===== src/rtl/eprom_rd_pkg.sv =====
package eprom_rd_pkg;

   typedef enum logic [1:0] {
      SQ_IDLE   = 2'd0,
      SQ_ACCESS = 2'd1,
      SQ_IDGAP  = 2'd2
   } sq_state_e;

   // Whole cycles needed to cover a delay given in nanoseconds (rounded up).
   function automatic int unsigned ns_to_cyc(input int unsigned ns, input int unsigned period);
      return (ns + period - 1) / period;
   endfunction

   function automatic int unsigned max2(input int unsigned a, input int unsigned b);
      return (a > b) ? a : b;
   endfunction

   function automatic int unsigned max3(input int unsigned a, input int unsigned b,
                                        input int unsigned c);
      return max2(max2(a, b), c);
   endfunction

endpackage


===== src/rtl/eprom_rd_age.sv =====
// Saturating count of cycles since the last access started.
module eprom_rd_age #(
   parameter int unsigned AGE_MAX = 11,
   parameter int unsigned AGE_W   = 4
) (
   input  logic             clk,
   input  logic             rst_n,
   input  logic             clear,
   output logic [AGE_W-1:0] age
);

   localparam logic [AGE_W-1:0] SAT = AGE_W'(AGE_MAX);

   always_ff @(posedge clk) begin
      if (!rst_n) begin
         age <= SAT;
      end else if (clear) begin
         age <= '0;
      end else if (age != SAT) begin
         age <= age + 1'b1;
      end
   end

endmodule


===== src/rtl/eprom_rd_float.sv =====
// Holds the shared data bus reserved after output-enable is released.
module eprom_rd_float #(
   parameter int unsigned DF_C = 4
) (
   input  logic clk,
   input  logic rst_n,
   input  logic load,
   output logic done
);

   generate
      if (DF_C == 0) begin : g_none
         logic unused_inputs;
         assign unused_inputs = ^{clk, rst_n, load};
         assign done = 1'b1;
      end else begin : g_count
         localparam int unsigned CW = $clog2(DF_C + 1);
         localparam logic [CW-1:0] LOADV = CW'(DF_C);
         logic [CW-1:0] cnt_q;

         always_ff @(posedge clk) begin
            if (!rst_n) begin
               cnt_q <= '0;
            end else if (load) begin
               cnt_q <= LOADV;
            end else if (cnt_q != '0) begin
               cnt_q <= cnt_q - 1'b1;
            end
         end

         assign done = (cnt_q == '0);
      end
   endgenerate

endmodule


===== src/rtl/eprom_rd_id.sv =====
// Captures the two identifier codes and compares them with the expected values.
module eprom_rd_id #(
   parameter int unsigned       DATA_W   = 8,
   parameter logic [DATA_W-1:0] MFR_CODE = 8'hDA,
   parameter logic [DATA_W-1:0] DEV_CODE = 8'h86,
   parameter bit                CHECK_EN = 1'b1
) (
   input  logic              clk,
   input  logic              rst_n,
   input  logic              cap_mfr,
   input  logic              cap_dev,
   input  logic [DATA_W-1:0] code_in,
   output logic [DATA_W-1:0] id_mfr,
   output logic [DATA_W-1:0] id_dev,
   output logic              id_valid,
   output logic              id_err
);

   always_ff @(posedge clk) begin
      if (!rst_n) begin
         id_mfr   <= '0;
         id_dev   <= '0;
         id_valid <= 1'b0;
      end else begin
         id_valid <= cap_dev;
         if (cap_mfr) id_mfr <= code_in;
         if (cap_dev) id_dev <= code_in;
      end
   end

   generate
      if (CHECK_EN) begin : g_check
         logic err_q;
         always_ff @(posedge clk) begin
            if (!rst_n) begin
               err_q <= 1'b0;
            end else if (cap_dev) begin
               err_q <= (id_mfr != MFR_CODE) || (code_in != DEV_CODE);
            end
         end
         assign id_err = err_q;
      end else begin : g_nocheck
         assign id_err = 1'b0;
      end
   endgenerate

endmodule


===== src/rtl/eprom_rd_seq.sv =====
// Access sequencer: address and chip enable first, output enable deferred,
// sample at the end of the slowest access path, then guard windows.
module eprom_rd_seq
   import eprom_rd_pkg::*;
#(
   parameter int unsigned ADDR_W    = 19,
   parameter int unsigned DATA_W    = 8,
   parameter int unsigned AGE_W     = 4,
   parameter int unsigned SAMPLE_AT = 11,
   parameter int unsigned LEAD_C    = 7,
   parameter int unsigned RC_AT     = 11
) (
   input  logic              clk,
   input  logic              rst_n,
   input  logic              req_valid,
   input  logic              req_kind,
   input  logic [ADDR_W-1:0] req_addr,
   output logic              req_ready,
   input  logic [AGE_W-1:0]  age,
   output logic              age_clear,
   input  logic              float_done,
   output logic              float_load,
   input  logic [DATA_W-1:0] dq_in,
   output logic [ADDR_W-1:0] mem_addr,
   output logic              mem_ce_n,
   output logic              mem_oe_n,
   output logic              mem_id_hv,
   output logic              rd_valid,
   output logic [DATA_W-1:0] rd_data,
   output logic              id_cap_mfr,
   output logic              id_cap_dev
);

   sq_state_e         st_q, st_d;
   logic [ADDR_W-1:0] addr_q;
   logic              id_op_q;
   logic              half_q;
   logic              rd_valid_q;
   logic [DATA_W-1:0] rd_data_q;

   logic rc_ok, oe_win, gap_ok, sample, start_new, start_id2;

   generate
      if (RC_AT == 0) begin : g_rc_free
         assign rc_ok = 1'b1;
      end else begin : g_rc_wait
         assign rc_ok = (age >= AGE_W'(RC_AT));
      end
      if (LEAD_C == 0) begin : g_oe_now
         assign oe_win = 1'b1;
      end else begin : g_oe_late
         assign oe_win = (age >= AGE_W'(LEAD_C));
      end
   endgenerate

   assign gap_ok     = float_done && rc_ok;
   assign req_ready  = (st_q == SQ_IDLE) && gap_ok;
   assign start_new  = req_ready && req_valid;
   assign start_id2  = (st_q == SQ_IDGAP) && gap_ok;
   assign sample     = (st_q == SQ_ACCESS) && (age == AGE_W'(SAMPLE_AT));
   assign age_clear  = start_new || start_id2;
   assign float_load = sample;

   assign mem_addr   = addr_q;
   assign mem_ce_n   = (st_q != SQ_ACCESS);
   assign mem_oe_n   = !((st_q == SQ_ACCESS) && oe_win);
   assign mem_id_hv  = id_op_q;
   assign rd_valid   = rd_valid_q;
   assign rd_data    = rd_data_q;
   assign id_cap_mfr = sample && id_op_q && !half_q;
   assign id_cap_dev = sample && id_op_q && half_q;

   always_comb begin
      st_d = st_q;
      unique case (st_q)
         SQ_IDLE:   if (start_new) st_d = SQ_ACCESS;
         SQ_ACCESS: if (sample)    st_d = (id_op_q && !half_q) ? SQ_IDGAP : SQ_IDLE;
         SQ_IDGAP:  if (gap_ok)    st_d = SQ_ACCESS;
         default:                  st_d = SQ_IDLE;
      endcase
   end

   always_ff @(posedge clk) begin
      if (!rst_n) begin
         st_q       <= SQ_IDLE;
         addr_q     <= '0;
         id_op_q    <= 1'b0;
         half_q     <= 1'b0;
         rd_valid_q <= 1'b0;
         rd_data_q  <= '0;
      end else begin
         st_q       <= st_d;
         rd_valid_q <= sample && !id_op_q;
         if (start_new) begin
            addr_q  <= req_kind ? '0 : req_addr;
            id_op_q <= req_kind;
            half_q  <= 1'b0;
         end
         if (start_id2) begin
            addr_q <= ADDR_W'(1);
            half_q <= 1'b1;
         end
         if (sample && !id_op_q) rd_data_q <= dq_in;
         if (sample && id_op_q && half_q) id_op_q <= 1'b0;
      end
   end

endmodule


===== src/rtl/eprom_rd_ctrl.sv =====
module eprom_rd_ctrl
   import eprom_rd_pkg::*;
#(
   parameter int unsigned ADDR_W        = 19,
   parameter int unsigned DATA_W        = 8,
   parameter int unsigned CLK_PERIOD_NS = 8,
   parameter int unsigned T_ACC_NS      = 90,
   parameter int unsigned T_CE_NS       = 90,
   parameter int unsigned T_OE_NS       = 40,
   parameter int unsigned T_DF_NS       = 30,
   parameter int unsigned T_RC_NS       = 90,
   parameter logic [DATA_W-1:0] MFR_CODE = 8'hDA,
   parameter logic [DATA_W-1:0] DEV_CODE = 8'h86,
   parameter bit          CHECK_ID      = 1'b1
) (
   input  logic              clk,
   input  logic              rst_n,
   input  logic              req_valid,
   output logic              req_ready,
   input  logic              req_kind,
   input  logic [ADDR_W-1:0] req_addr,
   output logic              rd_valid,
   output logic [DATA_W-1:0] rd_data,
   output logic              id_valid,
   output logic [DATA_W-1:0] id_mfr,
   output logic [DATA_W-1:0] id_dev,
   output logic              id_err,
   output logic [ADDR_W-1:0] mem_addr,
   output logic              mem_ce_n,
   output logic              mem_oe_n,
   output logic              mem_id_hv,
   input  logic [DATA_W-1:0] mem_dq_in,
   output logic              bus_free
);

   localparam int unsigned ACC_C     = ns_to_cyc(T_ACC_NS, CLK_PERIOD_NS);
   localparam int unsigned CE_C      = ns_to_cyc(T_CE_NS,  CLK_PERIOD_NS);
   localparam int unsigned OE_C      = ns_to_cyc(T_OE_NS,  CLK_PERIOD_NS);
   localparam int unsigned DF_C      = ns_to_cyc(T_DF_NS,  CLK_PERIOD_NS);
   localparam int unsigned RC_C      = ns_to_cyc(T_RC_NS,  CLK_PERIOD_NS);
   localparam int unsigned SAMPLE_C  = max3(ACC_C, CE_C, OE_C);
   localparam int unsigned LEAD_C    = SAMPLE_C - OE_C;
   localparam int unsigned SAMPLE_AT = SAMPLE_C - 1;
   localparam int unsigned RC_AT     = (RC_C > 0) ? RC_C - 1 : 0;
   localparam int unsigned AGE_MAX   = max2(SAMPLE_AT, RC_AT);
   localparam int unsigned AGE_W     = max2(1, $clog2(AGE_MAX + 1));

   generate
      if (CLK_PERIOD_NS == 0) begin : g_bad_period
         $error("eprom_rd_ctrl: CLK_PERIOD_NS must be non-zero");
      end
      if (T_ACC_NS == 0 || T_CE_NS == 0 || T_OE_NS == 0) begin : g_bad_access
         $error("eprom_rd_ctrl: access delays must be non-zero");
      end
      if (ADDR_W < 2) begin : g_bad_addr
         $error("eprom_rd_ctrl: ADDR_W must be at least 2");
      end
   endgenerate

   logic [AGE_W-1:0] age;
   logic             age_clear;
   logic             float_load;
   logic             float_done;
   logic             id_cap_mfr;
   logic             id_cap_dev;

   eprom_rd_age #(
      .AGE_MAX (AGE_MAX),
      .AGE_W   (AGE_W)
   ) u_age (
      .clk   (clk),
      .rst_n (rst_n),
      .clear (age_clear),
      .age   (age)
   );

   eprom_rd_float #(
      .DF_C (DF_C)
   ) u_float (
      .clk   (clk),
      .rst_n (rst_n),
      .load  (float_load),
      .done  (float_done)
   );

   eprom_rd_seq #(
      .ADDR_W    (ADDR_W),
      .DATA_W    (DATA_W),
      .AGE_W     (AGE_W),
      .SAMPLE_AT (SAMPLE_AT),
      .LEAD_C    (LEAD_C),
      .RC_AT     (RC_AT)
   ) u_seq (
      .clk        (clk),
      .rst_n      (rst_n),
      .req_valid  (req_valid),
      .req_kind   (req_kind),
      .req_addr   (req_addr),
      .req_ready  (req_ready),
      .age        (age),
      .age_clear  (age_clear),
      .float_done (float_done),
      .float_load (float_load),
      .dq_in      (mem_dq_in),
      .mem_addr   (mem_addr),
      .mem_ce_n   (mem_ce_n),
      .mem_oe_n   (mem_oe_n),
      .mem_id_hv  (mem_id_hv),
      .rd_valid   (rd_valid),
      .rd_data    (rd_data),
      .id_cap_mfr (id_cap_mfr),
      .id_cap_dev (id_cap_dev)
   );

   eprom_rd_id #(
      .DATA_W   (DATA_W),
      .MFR_CODE (MFR_CODE),
      .DEV_CODE (DEV_CODE),
      .CHECK_EN (CHECK_ID)
   ) u_id (
      .clk      (clk),
      .rst_n    (rst_n),
      .cap_mfr  (id_cap_mfr),
      .cap_dev  (id_cap_dev),
      .code_in  (mem_dq_in),
      .id_mfr   (id_mfr),
      .id_dev   (id_dev),
      .id_valid (id_valid),
      .id_err   (id_err)
   );

   assign bus_free = float_done && mem_oe_n;

   AST_CE_ADDR_HOLD: assert property (@(posedge clk) disable iff (!rst_n)
      (!mem_ce_n && $past(!mem_ce_n)) |-> $stable(mem_addr));
   AST_OE_WITH_CE: assert property (@(posedge clk) disable iff (!rst_n)
      !mem_oe_n |-> !mem_ce_n);
   AST_FLOAT_GUARD: assert property (@(posedge clk) disable iff (!rst_n)
      $rose(mem_oe_n) |-> !bus_free);
   AST_ACCEPT_IDLE: assert property (@(posedge clk) disable iff (!rst_n)
      (req_valid && req_ready) |-> (mem_ce_n && bus_free));
   AST_VALID_AFTER_OE: assert property (@(posedge clk) disable iff (!rst_n)
      rd_valid |-> $past(!mem_oe_n));
   AST_READ_NO_HV: assert property (@(posedge clk) disable iff (!rst_n)
      rd_valid |-> !$past(mem_id_hv));
   AST_ID_PAIR: assert property (@(posedge clk) disable iff (!rst_n)
      id_valid |-> ($past(mem_id_hv) && $past(mem_addr[0])));

endmodule


===== config.mk =====
export PLATFORM = sky130hd
export DESIGN_NAME = eprom_rd_ctrl
export DESIGN_NICKNAME = d
export VERILOG_FILES = /design/src/rtl/eprom_rd_pkg.sv /design/src/rtl/eprom_rd_age.sv /design/src/rtl/eprom_rd_float.sv /design/src/rtl/eprom_rd_id.sv /design/src/rtl/eprom_rd_seq.sv /design/src/rtl/eprom_rd_ctrl.sv
export SDC_FILE = /design/constraint.sdc
export NUM_CORES = 1
export LEC_CHECK = 0
export ABC_AREA = 1
export BUFFER_PORTS_ARGS = -buffer_cell sky130_fd_sc_hd__buf_2
export CAP_MARGIN = 10
export CORE_ASPECT_RATIO = 1.25
export CORE_UTILIZATION = 47
export CTS_CLUSTER_DIAMETER = 50
export DETAILED_ROUTE_END_ITERATION = 6
export GPL_TIMING_DRIVEN = 0
export PLACE_DENSITY = 0.75
export REMOVE_ABC_BUFFERS = 1
export SYNTH_ARGS = -nofsm -noshare
export SYNTH_HDL_FRONTEND = slang
export SYNTH_SLANG_ARGS = --single-unit

===== constraint.sdc =====
create_clock -name clk -period 4.75 [get_ports clk]
set_input_delay 0.2375 -clock clk [delete_from_list [all_inputs] [get_ports clk]]
set_output_delay 0.2375 -clock clk [all_outputs]
set_load 0.02 [all_outputs]

==> key figures <==
Route
  – Post-Route WL: 5900 um
  – 1st-pass router iterations: 4
  – Drc violations: 0
  – Via Count: 2506
  – Routed WL per cell: 11.5 um
  – Routed vias/inst: 4.88
  – Routed Antenna Nets: 0
  – Initial drt markers: 87

Floorplan
  – Die W: 67.7 um
  – Die area: 0.00570 sq mm
  – Initial Utilization: 0.493
  – Core box area: 0.00515 sq mm
  – Rows: 29
  – Die H: 84.2 um
  – IO Count: 82

Place
  – Cells after DPL: 498
  – Cell area after placement: 0.00296 sq mm
  – RD Place Congestion: 0.823
  – IO Port Bufs: 81
  – Hpwl dp: 4180 um

Power
  – IR drop worst, VDD: 255 uV
  – P_leak: 1.64 nW
  – PD cells: 577 mW/mm^2

STA
  – Post-route setup TNS: 0 ns
  – Slew margin rel.: 0.456
  – Achievable Freq: 0.406 GHz
  – Fin crit period: 2.46 ns
  – Hold Vio Cnt, Final: 0
  – Final Skew: 0.00663 ns
  – RSZ-0062 raised after global routing: no
  – Worst-Margin Slew: 0.813 ns
  – Max Slew Vio Count: 0
  – Period utilization: 0.518
  – Setup violators final: 0

Min path
  – Hold Crit Class: in -> reg
  – Hold Path Origin: mem_dq_in[5]

Yosys
  – Largest family of logic cells by synthesized area: simple AND/OR/NAND/NOR gates
  – Mapped Cells: 369
  – Avg Cell Area, Syn: 6.88 sq um
  – Synth Area in Compound Gates: 0.0350
  – Sequential fraction of the synthesis area: 0.449
  – Adder-cell share of the synthesized area: 0.0197
  – Register bit total from synthesis: 57
  – Synth Area in Simple Gates: 0.393
  – Synth warn: 0
  – Netlist Area Pre-Place: 0.00254 sq mm
  – XOR/XNOR Fraction of Synth Area: 0.00690
  – Mux share of post-synthesis cell area: 0
  – Synth cell types: 25

Global route
  – Overall routing resource usage: 0.219
  – Overflow after GRT: 0
  – First-pass GRT wire length: 9610 um
  – Largest net degree at the start of global routing: 33
  – Antenna violations before repair: 0
  – Vias in the first global route: 2322

Clocking
  – CTS tree: built
  – Maximum buffer depth of the clock tree: 2
  – CTS HTree Levels: 3
  – Postcts setup bufs: 0
  – Clock transition at path regs: 0.06 ns
  – Clock Latency Late Sink: 0.32 ns
  – Num CTS Buffers: 9
  – Clock sinks: 57
  – CTS resizes: 0
  – Hold-fix buffers at CTS: 0
  – CTS Root Cell: clkbuf_8

Finish
  – Layout Cells excl Fill: 514
  – Filler cells: 494
  – Syn-to-layout area delta: 23.4%
  – Post-Layout Inst Area: 0.00313 sq mm
  – Ant. Diodes: 0
  – Nets: 482
  – Layout cell share with drive strength beyond 1: 0.246

Setup path
  – Worst endpoint required time: 4.51 ns
  – CP Capture Type: output pin
  – Crit path max fanout: 24
  – Worst r2r src: u_float.g_count.cnt_q[0]
  – CP startpoint: u_float.g_count.cnt_q[0]
  – Cells along the critical path: inv_1 > ha_1 > ha_1 > nand2_2 > nor2_4 > inv_1 > nor3_1 > buf_2
  – Crit-path slowest cell: nor2_4
  – Slowest stage delay, CP: 0.47 ns
  – Crit path DAT: 2.22 ns
  – Critical Path Source Type: flip-flop
  – Critical path class: reg -> out

Run status
  – Status: finished, final reports clean

Run
  – Max_cap viols: 0
critical path: cells and delay by family (launching register included):
kind	cells	cell delay, ns
buffers and inverters	3	0.37
adder cells (fa/ha/maj)	2	0.46
flip-flops	1	0.32
AND/OR/NAND/NOR	3	0.74
stage by stage:
stage	setup slack [ns]	power (W)	utilization	hold slack, ns
2_1_floorplan	2.78	0.00120	-	0.306
3_3_place_gp	2.19	0.00140	0.572	0.443
3_5_place_dp	2.30	0.00143	0.574	0.460
4_1_cts	2.25	0.00182	0.608	0.143
5_1_grt	2.06	0.00196	0.608	0.159
6_report	2.29	0.00181	0.608	0.153
power breakdown:
part	switching, W	internal, W
Sequential	0.0000634	0.000589
Clock	0.000177	0.000215
Combinational	0.000512	0.000250
Total	0.000753	0.00105
logic make-up (layout without fill, tap and decap cells):
kind of cell / Yosys count / in the layout
AOI/OAI and AO/OA: 17 / 17
xor gates and xnor gates: 2 / 2
adders and majority gates: 4 / 4
buffers and inverters: 60 / 143
DFF: 57 / 57
and+or+nand+nor: 229 / 229
path summary, 6_finish.rpt:
check | end | slack [ns] | depth (start not counted)
max | req_ready | 2.29 | 8
min | u_id.id_dev[5] | 0.15 | 3
max reg2reg | u_age.age[3] | 2.34 | 8
min reg2reg | u_seq.rd_data[0] | 0.47 | 2
routing by layer:
metal	routed length, um	part of all wire	track usage
met3	404	0.068	0.0543
met1	2620	0.44	0.246
met2	2770	0.47	0.374
met5	0	0	0
met4	102	0.017	0.0986
registers in the layout, indices dropped and copies added, names as in the netlist:
| signal | cells |
|---|---|
| u_id.id_err | 1 |
| u_seq.mem_addr | 19 |
| u_seq.st_q | 2 |
| u_id.id_valid | 1 |
| u_id.id_dev | 8 |
| u_age.age | 4 |
| u_seq.rd_valid | 1 |
| u_id.id_mfr | 8 |
| u_seq.half_q | 1 |
| u_seq.rd_data | 8 |
| u_float.g_count.cnt_q | 3 |
| u_seq.mem_id_hv | 1 |
layout by cell type, fill, tap and decap left out:
master	synthesis	layout
buf_2	5	81
nand4_1	21	21
nor2_4	3	3
nand3b_1	1	1
buf_6	1	1
or2_2	1	1
nand3_2	2	2
a31oi_1	1	1
xor2_1	2	2
nand3_1	23	23
clkinv_2	0	3
nand2_2	3	3
nand2_1	107	107
clkbuf_1	6	2
a21oi_1	6	6
inv_1	40	40
nor2_2	1	1
ha_1	4	4
nor3_1	5	5
dfxtp_1	57	57
o211ai_1	1	1
clkbuf_8	0	11
nor2_1	62	62
inv_2	5	5
o21ai_1	9	9
synth_stat cells:
cell type	instances	area share
inv_2	5	0.0074
dfxtp_1	57	0.45
nand4_1	21	0.052
or2_2	1	0.0025
inv_1	40	0.059
buf_1	2	0.0030
nor2_4	3	0.013
buf_2	5	0.0099
nand2_1	107	0.16
o211ai_1	1	0.0030
nor2_1	62	0.092
buf_4	1	0.0030
nand3b_1	1	0.0030
o21ai_1	9	0.018
clkbuf_1	6	0.0089
a31oi_1	1	0.0025
a21oi_1	6	0.012
buf_6	1	0.0044
nand3_2	2	0.0079
nand3_1	23	0.045
nor2_2	1	0.0025
nand2_2	3	0.0074
ha_1	4	0.020
nor3_1	5	0.0099
xor2_1	2	0.0069
cell type report:
type | instances | area (sq um) | share of cell area
clock buffers | 13 | 159 | 0.0507
clock inverters | 3 | 15.0 | 0.00479
inverters | 45 | 169 | 0.0539
multi-input cells | 252 | 1150 | 0.369
flip-flops and latches | 57 | 1140 | 0.364
well taps | 62 | 77.6 | 0.0248
repair buffers | 82 | 417 | 0.133
No activity file was read; power rests on OpenSTA's default activity.
